## src/rtl/prio_arb_pkg.sv

```systemverilog
package prio_arb_pkg;
  typedef enum logic {
    PORT_FREE = 1'b0,
    PORT_HELD = 1'b1
  } port_state_e;
endpackage

```

## src/rtl/prio_word_bank.sv

```systemverilog
module prio_word_bank #(
  parameter int unsigned N_WORDS  = 16,
  parameter int unsigned WORD_W   = 16,
  parameter int unsigned SEL_WORD = 0,
  localparam int unsigned AW      = $clog2(N_WORDS)
) (
  input  logic              clk,
  input  logic              rst_n,
  input  logic              wr_en,
  input  logic [AW-1:0]     wr_addr,
  input  logic [WORD_W-1:0] wr_data,
  input  logic [AW-1:0]     rd_addr,
  output logic [WORD_W-1:0] rd_data,
  output logic [WORD_W-1:0] active_word
);
  logic [N_WORDS-1:0][WORD_W-1:0] bank_q;
  logic [N_WORDS-1:0]             word_en;

  // per-word clock enable
  for (genvar w = 0; w < N_WORDS; w++) begin : g_dec
    assign word_en[w] = wr_en && (wr_addr == AW'(w));
  end

  always_ff @(posedge clk or negedge rst_n) begin
    if (!rst_n) begin
      bank_q <= '0;
    end else begin
      for (int w = 0; w < N_WORDS; w++) begin
        if (word_en[w]) bank_q[w] <= wr_data;
      end
    end
  end

  assign rd_data     = bank_q[rd_addr];
  assign active_word = bank_q[SEL_WORD];
endmodule

```

## src/rtl/level_scan.sv

```systemverilog
module level_scan #(
  parameter int unsigned N_M      = 8,
  parameter int unsigned N_LEVELS = 4,
  localparam int unsigned LVL_W   = $clog2(N_LEVELS),
  localparam int unsigned WORD_W  = N_M * LVL_W
) (
  input  logic [N_M-1:0]                req,
  input  logic [WORD_W-1:0]             levels,
  output logic [N_LEVELS-1:0][N_M-1:0]  lvl_req,
  output logic [LVL_W-1:0]              top_lvl,
  output logic                          any_req
);
  always_comb begin
    lvl_req = '0;
    for (int m = 0; m < N_M; m++) begin
      if (req[m]) lvl_req[levels[m*LVL_W +: LVL_W]][m] = 1'b1;
    end
  end

  // highest populated level wins; later iterations override earlier ones
  always_comb begin
    top_lvl = '0;
    for (int l = 0; l < N_LEVELS; l++) begin
      if (|lvl_req[l]) top_lvl = LVL_W'(l);
    end
  end

  assign any_req = |req;
endmodule

```

## src/rtl/rr_pick.sv

```systemverilog
module rr_pick #(
  parameter int unsigned N_M = 8,
  localparam int unsigned IW = $clog2(N_M)
) (
  input  logic [N_M-1:0] cand,
  input  logic [IW-1:0]  last_idx,
  output logic [N_M-1:0] pick_oh,
  output logic [IW-1:0]  pick_idx
);
  always_comb begin
    logic found;
    found    = 1'b0;
    pick_oh  = '0;
    pick_idx = '0;
    for (int k = 1; k <= N_M; k++) begin
      int c;
      c = (int'(last_idx) + k) % N_M;
      if (!found && cand[c]) begin
        found      = 1'b1;
        pick_oh[c] = 1'b1;
        pick_idx   = IW'(c);
      end
    end
  end
endmodule

```

## src/rtl/grant_ctrl.sv

```systemverilog
module grant_ctrl
  import prio_arb_pkg::*;
#(
  parameter int unsigned N_M      = 8,
  parameter int unsigned N_LEVELS = 4,
  localparam int unsigned IW      = $clog2(N_M),
  localparam int unsigned LVL_W   = $clog2(N_LEVELS)
) (
  input  logic                          clk,
  input  logic                          rst_n,
  input  logic [N_M-1:0]                req,
  input  logic                          any_req,
  input  logic [N_M-1:0]                win_oh,
  input  logic [IW-1:0]                 win_idx,
  input  logic [LVL_W-1:0]              win_lvl,
  output logic [N_M-1:0]                gnt,
  output logic [N_LEVELS-1:0][IW-1:0]   last_served
);
  port_state_e               state_q, state_d;
  logic [N_M-1:0]            gnt_q, gnt_d;
  logic [IW-1:0]             own_q, own_d;
  logic [LVL_W-1:0]          olvl_q, olvl_d;
  logic [N_LEVELS-1:0]       ptr_en;
  logic [N_LEVELS-1:0][IW-1:0] ptr_q;

  always_comb begin
    state_d = state_q;
    gnt_d   = gnt_q;
    own_d   = own_q;
    olvl_d  = olvl_q;
    ptr_en  = '0;
    unique case (state_q)
      PORT_FREE: begin
        if (any_req) begin
          state_d = PORT_HELD;
          gnt_d   = win_oh;
          own_d   = win_idx;
          olvl_d  = win_lvl;
        end
      end
      PORT_HELD: begin
        if (!req[own_q]) begin
          state_d        = PORT_FREE;
          gnt_d          = '0;
          ptr_en[olvl_q] = 1'b1;
        end
      end
      default: state_d = PORT_FREE;
    endcase
  end

  always_ff @(posedge clk or negedge rst_n) begin
    if (!rst_n) begin
      state_q <= PORT_FREE;
      gnt_q   <= '0;
      own_q   <= '0;
      olvl_q  <= '0;
    end else begin
      state_q <= state_d;
      gnt_q   <= gnt_d;
      own_q   <= own_d;
      olvl_q  <= olvl_d;
    end
  end

  for (genvar l = 0; l < N_LEVELS; l++) begin : g_ptr
    always_ff @(posedge clk or negedge rst_n) begin
      if (!rst_n)         ptr_q[l] <= '0;
      else if (ptr_en[l]) ptr_q[l] <= own_q;
    end
  end

  assign gnt         = gnt_q;
  assign last_served = ptr_q;
endmodule

```

## src/rtl/prio_rr_arbiter.sv

```systemverilog
module prio_rr_arbiter #(
  parameter int unsigned N_M       = 8,
  parameter int unsigned N_LEVELS  = 4,
  parameter int unsigned N_SLAVES  = 16,
  parameter int unsigned SLAVE_IDX = 0,
  localparam int unsigned LVL_W    = $clog2(N_LEVELS),
  localparam int unsigned WORD_W   = N_M * LVL_W,
  localparam int unsigned AW       = $clog2(N_SLAVES),
  localparam int unsigned IW       = $clog2(N_M)
) (
  input  logic              clk,
  input  logic              rst_n,
  input  logic [N_M-1:0]    req_i,
  output logic [N_M-1:0]    gnt_o,
  input  logic              cfg_we_i,
  input  logic [AW-1:0]     cfg_addr_i,
  input  logic [WORD_W-1:0] cfg_wdata_i,
  output logic [WORD_W-1:0] cfg_rdata_o
);
  logic [WORD_W-1:0]              act_word;
  logic [N_LEVELS-1:0][N_M-1:0]   lvl_req;
  logic [LVL_W-1:0]               top_lvl;
  logic                           any_req;
  logic [N_LEVELS-1:0][IW-1:0]    last_served;
  logic [N_LEVELS-1:0][N_M-1:0]   lvl_pick;
  logic [N_LEVELS-1:0][IW-1:0]    lvl_pick_idx;

  prio_word_bank #(.N_WORDS(N_SLAVES), .WORD_W(WORD_W), .SEL_WORD(SLAVE_IDX)) u_bank (
    .clk(clk), .rst_n(rst_n),
    .wr_en(cfg_we_i), .wr_addr(cfg_addr_i), .wr_data(cfg_wdata_i),
    .rd_addr(cfg_addr_i), .rd_data(cfg_rdata_o), .active_word(act_word)
  );

  level_scan #(.N_M(N_M), .N_LEVELS(N_LEVELS)) u_scan (
    .req(req_i), .levels(act_word),
    .lvl_req(lvl_req), .top_lvl(top_lvl), .any_req(any_req)
  );

  // one rotating picker per urgency level
  for (genvar l = 0; l < N_LEVELS; l++) begin : g_lvl
    rr_pick #(.N_M(N_M)) u_pick (
      .cand(lvl_req[l]), .last_idx(last_served[l]),
      .pick_oh(lvl_pick[l]), .pick_idx(lvl_pick_idx[l])
    );
  end

  grant_ctrl #(.N_M(N_M), .N_LEVELS(N_LEVELS)) u_ctrl (
    .clk(clk), .rst_n(rst_n), .req(req_i), .any_req(any_req),
    .win_oh(lvl_pick[top_lvl]), .win_idx(lvl_pick_idx[top_lvl]), .win_lvl(top_lvl),
    .gnt(gnt_o), .last_served(last_served)
  );
endmodule

```

## config.mk

```make
export PLATFORM = sky130hd
export DESIGN_NAME = prio_rr_arbiter
export DESIGN_NICKNAME = d
export VERILOG_FILES = /design/src/rtl/prio_arb_pkg.sv /design/src/rtl/prio_word_bank.sv /design/src/rtl/level_scan.sv /design/src/rtl/rr_pick.sv /design/src/rtl/grant_ctrl.sv /design/src/rtl/prio_rr_arbiter.sv
export SDC_FILE = /design/constraint.sdc
export NUM_CORES = 1
export LEC_CHECK = 0
export CAP_MARGIN = 10
export CORE_UTILIZATION = 63
export CTS_CLUSTER_DIAMETER = 80
export DETAILED_ROUTE_END_ITERATION = 8
export HOLD_SLACK_MARGIN = 0.02
export PLACE_DENSITY_LB_ADDON = 0.08
export RECOVER_POWER = 50
export SLEW_MARGIN = 25
export SYNTH_ARGS = -nofsm -noshare
export SYNTH_HDL_FRONTEND = slang
export SYNTH_SLANG_ARGS = --single-unit
```

## constraint.sdc

```tcl
create_clock -name clk -period 4.8 [get_ports clk]
set_clock_uncertainty 0.15 [all_clocks]
set_input_delay 1.2 -clock clk [delete_from_list [all_inputs] [get_ports clk]]
set_output_delay 1.2 -clock clk [all_outputs]
set_load 0.02 [all_outputs]
```

## Word-level counts from Yosys, hierarchy flattened

Index checks and enable logic that the tools add are counted.

- Output and inout bits: 24
- Bits in read-only memories: 0
- Memories: 0
- Bits of input ports: 31
- Bits in latches: 0
- Bits in writable memories: 0
- Flip-flop bits (word level): 282
- Logic and storage cells: 579

- Multiplexer cells: 265
- Shift operators: 0
- Bitwise gates (word level): 36
- Eq/ne operators: 17
- Reductions and logical operators: 120
- Order comparisons: 85
- Multipliers: 0
- $add $sub $neg: 32
- Div/mod/pow operators: 0

Operators by type and width:

| operator | number |
|---|---|
| 2-to-1 mux 8 bit | 36 |
| 2-to-1 mux 32 bit | 8 |
| bitwise OR 32 bit | 7 |
| bitwise OR 8 bit | 28 |
| less-than comparator 3 x 4 -> 1 bit (second input constant) | 33 |
| demux 8 bit (select 2 bit) | 8 |
| 2-to-1 mux 3 bit | 34 |
| binary-select mux 1 bit (select 3 bit) | 33 |
| 2-to-1 mux 1 bit | 98 |
| demux 1 bit (select 3 bit) | 32 |
| >= comparator 3 x 1 -> 1 bit (second input constant) | 32 |
| logical AND 1 bit | 85 |
| binary-select mux 16 bit (select 4 bit) | 1 |
| adder 3 bit (second input constant) | 16 |
| == test 4 bit (second input constant) | 8 |
| OR reduction 8 bit | 4 |
| less-than comparator 2 x 3 -> 1 bit (second input constant) | 10 |
| logical NOT 1 bit | 28 |
| adder 3 x 1 -> 3 bit (second input constant) | 8 |
| adder 3 x 2 -> 3 bit (second input constant) | 8 |
| >= comparator 2 x 1 -> 1 bit (second input constant) | 9 |
| binary-select mux 8 bit (select 2 bit) | 1 |
| == test 4 x 3 -> 1 bit (second input constant) | 4 |
| 2-to-1 mux 16 bit | 1 |
| other kinds (16) | 23 |

## Longest topological paths before layout

- Depth in word-level cells: 47
- Mapped depth: 17
- Mapped depth without buffers: 11

## Modules after synthesis

A second synthesis with hierarchy kept.

- Cells, all modules: 1,504
- Area total of the unflattened synthesis: 18,745.5 um^2

By module, submodules not included:

| module | cells an instance | area an instance (um^2) | seq. area each (um^2) | instances |
|---|---|---|---|---|
| prio_word_bank | 727 | 11,572.3 | 6,406.1 | 1 |
| rr_pick at g_lvl[1].u_pick ... | 157 | 1,363.8 | 0.0 | 2 |
| rr_pick at g_lvl[3].u_pick | 142 | 1,357.6 | 0.0 | 1 |
| rr_pick at g_lvl[0].u_pick | 155 | 1,351.3 | 0.0 | 1 |
| grant_ctrl | 96 | 1,107.3 | 650.6 | 1 |
| level_scan | 57 | 361.6 | 0.0 | 1 |
| prio_rr_arbiter | 13 | 267.8 | 0.0 | 1 |

## Worst setup path before layout

Ideal clock, no wire load.

- Path kind: input port to output port
- From: input port cfg_addr_i[0]
- To: output port cfg_rdata_o[0]
- Path slack: 0.044 ns
- Buffers on the path: 3
- Arrival time: 3.406 ns
- Data required time: 3.450 ns
- Stages on the path: 5
- Cells stage by stage: clkbuf_1 -> buf_1 -> buf_1 -> mux4_2 -> mux4_2

- Cells in the longest elaborated chain, start to end: 2

RTL lines:

| what | RTL line | RTL |
|---|---|---|
| start: declaration | prio_rr_arbiter.sv:16 | `input logic [AW-1:0] cfg_addr_i,` |
| binary-select mux 16 bit (select 4 bit) | prio_word_bank.sv:34 | `assign rd_data = bank_q[rd_addr];` |
| 2-to-1 mux 16 bit (implied by the code) | prio_word_bank.sv:34 |  |
| end: declaration | prio_rr_arbiter.sv:18 | `output logic [WORD_W-1:0] cfg_rdata_o` |

Every way passes these cells. The select of a mux whose other input is x is not followed.

## Final worst setup path

- From: input port cfg_addr_i[0]
- To: output port cfg_rdata_o[8]

Same word-level chain as after synthesis.

==> impl_metrics.toml <==
[worst_setup_path]
crit_fanout = 25
r2r_end = "u_ctrl.own_q[2]"
cp.arrival_ns = 3.32
ff2ff_path_depth = 11
end_kind = "output pin"
cp_slowest_cell = "clkdlybuf4s50_1"
crit_family = "multiplexers"
r2r_slack_ns = 0.44
path_buf_inv = 3
path_class = "in2out"
max_stage_delay_ns = 0.60
critPathLaunch = "cfg_addr_i[0]"
crit_required_ns = 3.45
worstPathCellList = "buf_4 -> buf_12 -> mux4_2 -> mux4_2 -> clkdlybuf4s50_1"
worstSetupStartpointType = "input port"
path_common_cell = "mux4_2"
r2r_start = "u_ctrl.last_served[0]"

[routing]
firstDrtPassIters = 6
antenna_left = 0
postRouteWirelength_um = 65000
wl_per_cell_um = 28.1
vias = 16900
viasPerCell = 7.31
drc = 0
drtIter0Drc = 2034

[cells_and_area]
final_area_sq_mm = 0.0228
diodes = 0
post-route-util = 0.744
final_cell_count_no_fill = 2308
fin_nets = 1947
drive_above_1_share = 0.362
area_growth_pct = 15.6

[global_route]
track_usage = 0.419
grt_pass1_vias = 17500
grt_max_degree = 101
antenna_found_initial = 0
gr-total-overflow = 0
grt_pass1_wl_um = 101000

[floorplanning]
core_area_sq_mm = 0.0307
initial_core_util = 0.643
dieHeight_um = 179
die_w_um = 179
die_area_sq_mm = 0.0320
ios = 55
rows = 64

[min_path]
whs_endpoint = "u_bank.bank_q[124]"
min_from = "u_bank.bank_q[124]"
holdPathStages = 1
hold_class = "reg2reg"

[clocking]
cts_max_level = 1
root_buffer = "clkbuf_16"
clock_latency_ns = 0.56
cts_sinks = 282
cts_hold_buf = 0
post_cts_buffers = 0
cts_tree = "yes"
clkTransAtPathRegs_ns = 0.06
clock_path_buffers = 3
cts_resized = 0
numCtsBuffers = 29

[outcome]
outcome = "finished with violations"
failed_checks = "max-capacitance violations, max-slew violations"

[yosys]
yosys_register_bits = 282
ys_top_cells_by_area = "dfrtp_1 (36%), mux2_2 (16%), mux4_2 (14%)"
synth_largest_area_cell = "dfrtp_1"
synth_most_common_cell = "dfrtp_1"
ys_top_cells_by_count = "dfrtp_1 (282), mux2_2 (273), mux4_2 (121)"
syn_nets = 1795
yosysSeqAreaShare = 0.358
yosysWarnings = 0
synth_top_area_frac = 0.358
synthFlopType = "dfrtp_1"
syn_inst = 1740
netlist_area_sq_mm = 0.0197
synth-edff-count = 0
async_flop_share = 1.00
synth_area_per_cell_sq_um = 11.3
synthDistinctLibCells = 100

[timing]
fmax_mhz = 214
rsz0062_at_grt = "no"
final.min_clock_period_ns = 4.67
maxSlewViolCount = 124
maxSlewHeadroom = -0.672
hold_violations = 0
worst_pin_slew_ns = 2.51
setup_viol = 0
setup_slack_ns = 0.128
min_period_over_period = 0.973

[placement]
numPortBuffers = 54
gp_congestion = 1.01
place_area_sq_mm = 0.0219
place_ws_ns = -0.0528
placedCellCount = 2257
dp_hpwl_um = 44800

[pwr]
p_per_area_mw_per_mm2 = 666
power.total_uw = 15200
vdd_ir_drop_max_mv = 0.386
power.leakage_uw = 0.00939

[job]
maxCapViolCount = 2
-- through the flow --
stage	setup TNS [ns]	hold slack, ns
6_report	0	0.354
5_1_grt	0	0.367
4_1_cts	0	0.355
3_5_place_dp	-0.0770	0.339
3_3_place_gp	-0.0270	0.331
2_1_floorplan	0	0.324
-- cells by family after synthesis --
family,count (synthesis),share of synthesized area
buffers and inverters,174,0.0359
muxes,462,0.329
and+or+nand+nor,433,0.122
adders and majority gates,24,0.0152
DFF,282,0.358
AOI/OAI and AO/OA,349,0.132
xor gates and xnor gates,16,0.00843
-- cell type report --
cell class / instances / area (sq um)
inverters: 30 / 113
multi-input cells: 1284 / 12000
clock inverters: 7 / 78.8
well taps: 396 / 495
fillers: 2036 / 7870
clock buffers: 44 / 852
flip-flops and latches: 282 / 7060
repair buffers: 265 / 2220
-- routing by layer --
metal / global-route usage / vias up / share of wire
met5: 0 / - / 0
met4: 0.234 / 0 / 0.057
met3: 0.0679 / 280 / 0.077
met2: 0.688 / 1031 / 0.49
met1: 0.529 / 8457 / 0.38
li1: - / 7110 / -
-- state kept, by name, summed over array words and instances (netlist names) --
| register | count |
|---|---|
| u_ctrl.state_q | 1 |
| u_bank.active_word | 16 |
| u_ctrl.olvl_q | 2 |
| u_ctrl.gnt | 8 |
| u_ctrl.own_q | 3 |
| u_bank.bank_q | 240 |
| u_ctrl.last_served | 12 |
-- layout by cell type, fill, tap and decap left out, drive strengths merged, types with 17 or more instances in the layout --
master	instances
a211oi	27
a21oi	39
a221oi	17
buf	207
clkbuf	51
clkdlybuf4s50	50
dfrtp	282
ha	24
inv	29
mux2	273
mux2i	68
mux4	121
nand2	99
nand3	48
nand3b	25
nor2	90
nor3	24
o211ai	26
o21ai	54
-- power breakdown --
part / internal (uW) / total, uW / switching, uW / leakage [uW]
Sequential: 2970 / 3570 / 598 / 0.00346
Clock: 1280 / 2220 / 944 / 0.000456
Combinational: 4170 / 9400 / 5230 / 0.00547
Total: 8410 / 15200 / 6770 / 0.00939
-- worst max-delay path by stage --
stage | endpoint | slack, ns | cells after the start
after floorplan | cfg_rdata_o[0] | 0.04 | 5
after global placement | u_ctrl.gnt[3] | -0.03 | 13
after detailed placement | u_ctrl.gnt[3] | -0.05 | 13
after CTS | cfg_rdata_o[8] | 0.12 | 5
after global routing | cfg_rdata_o[8] | 0.07 | 5
final | cfg_rdata_o[8] | 0.13 | 5
Note: power is estimated with default switching activity, not from simulation.
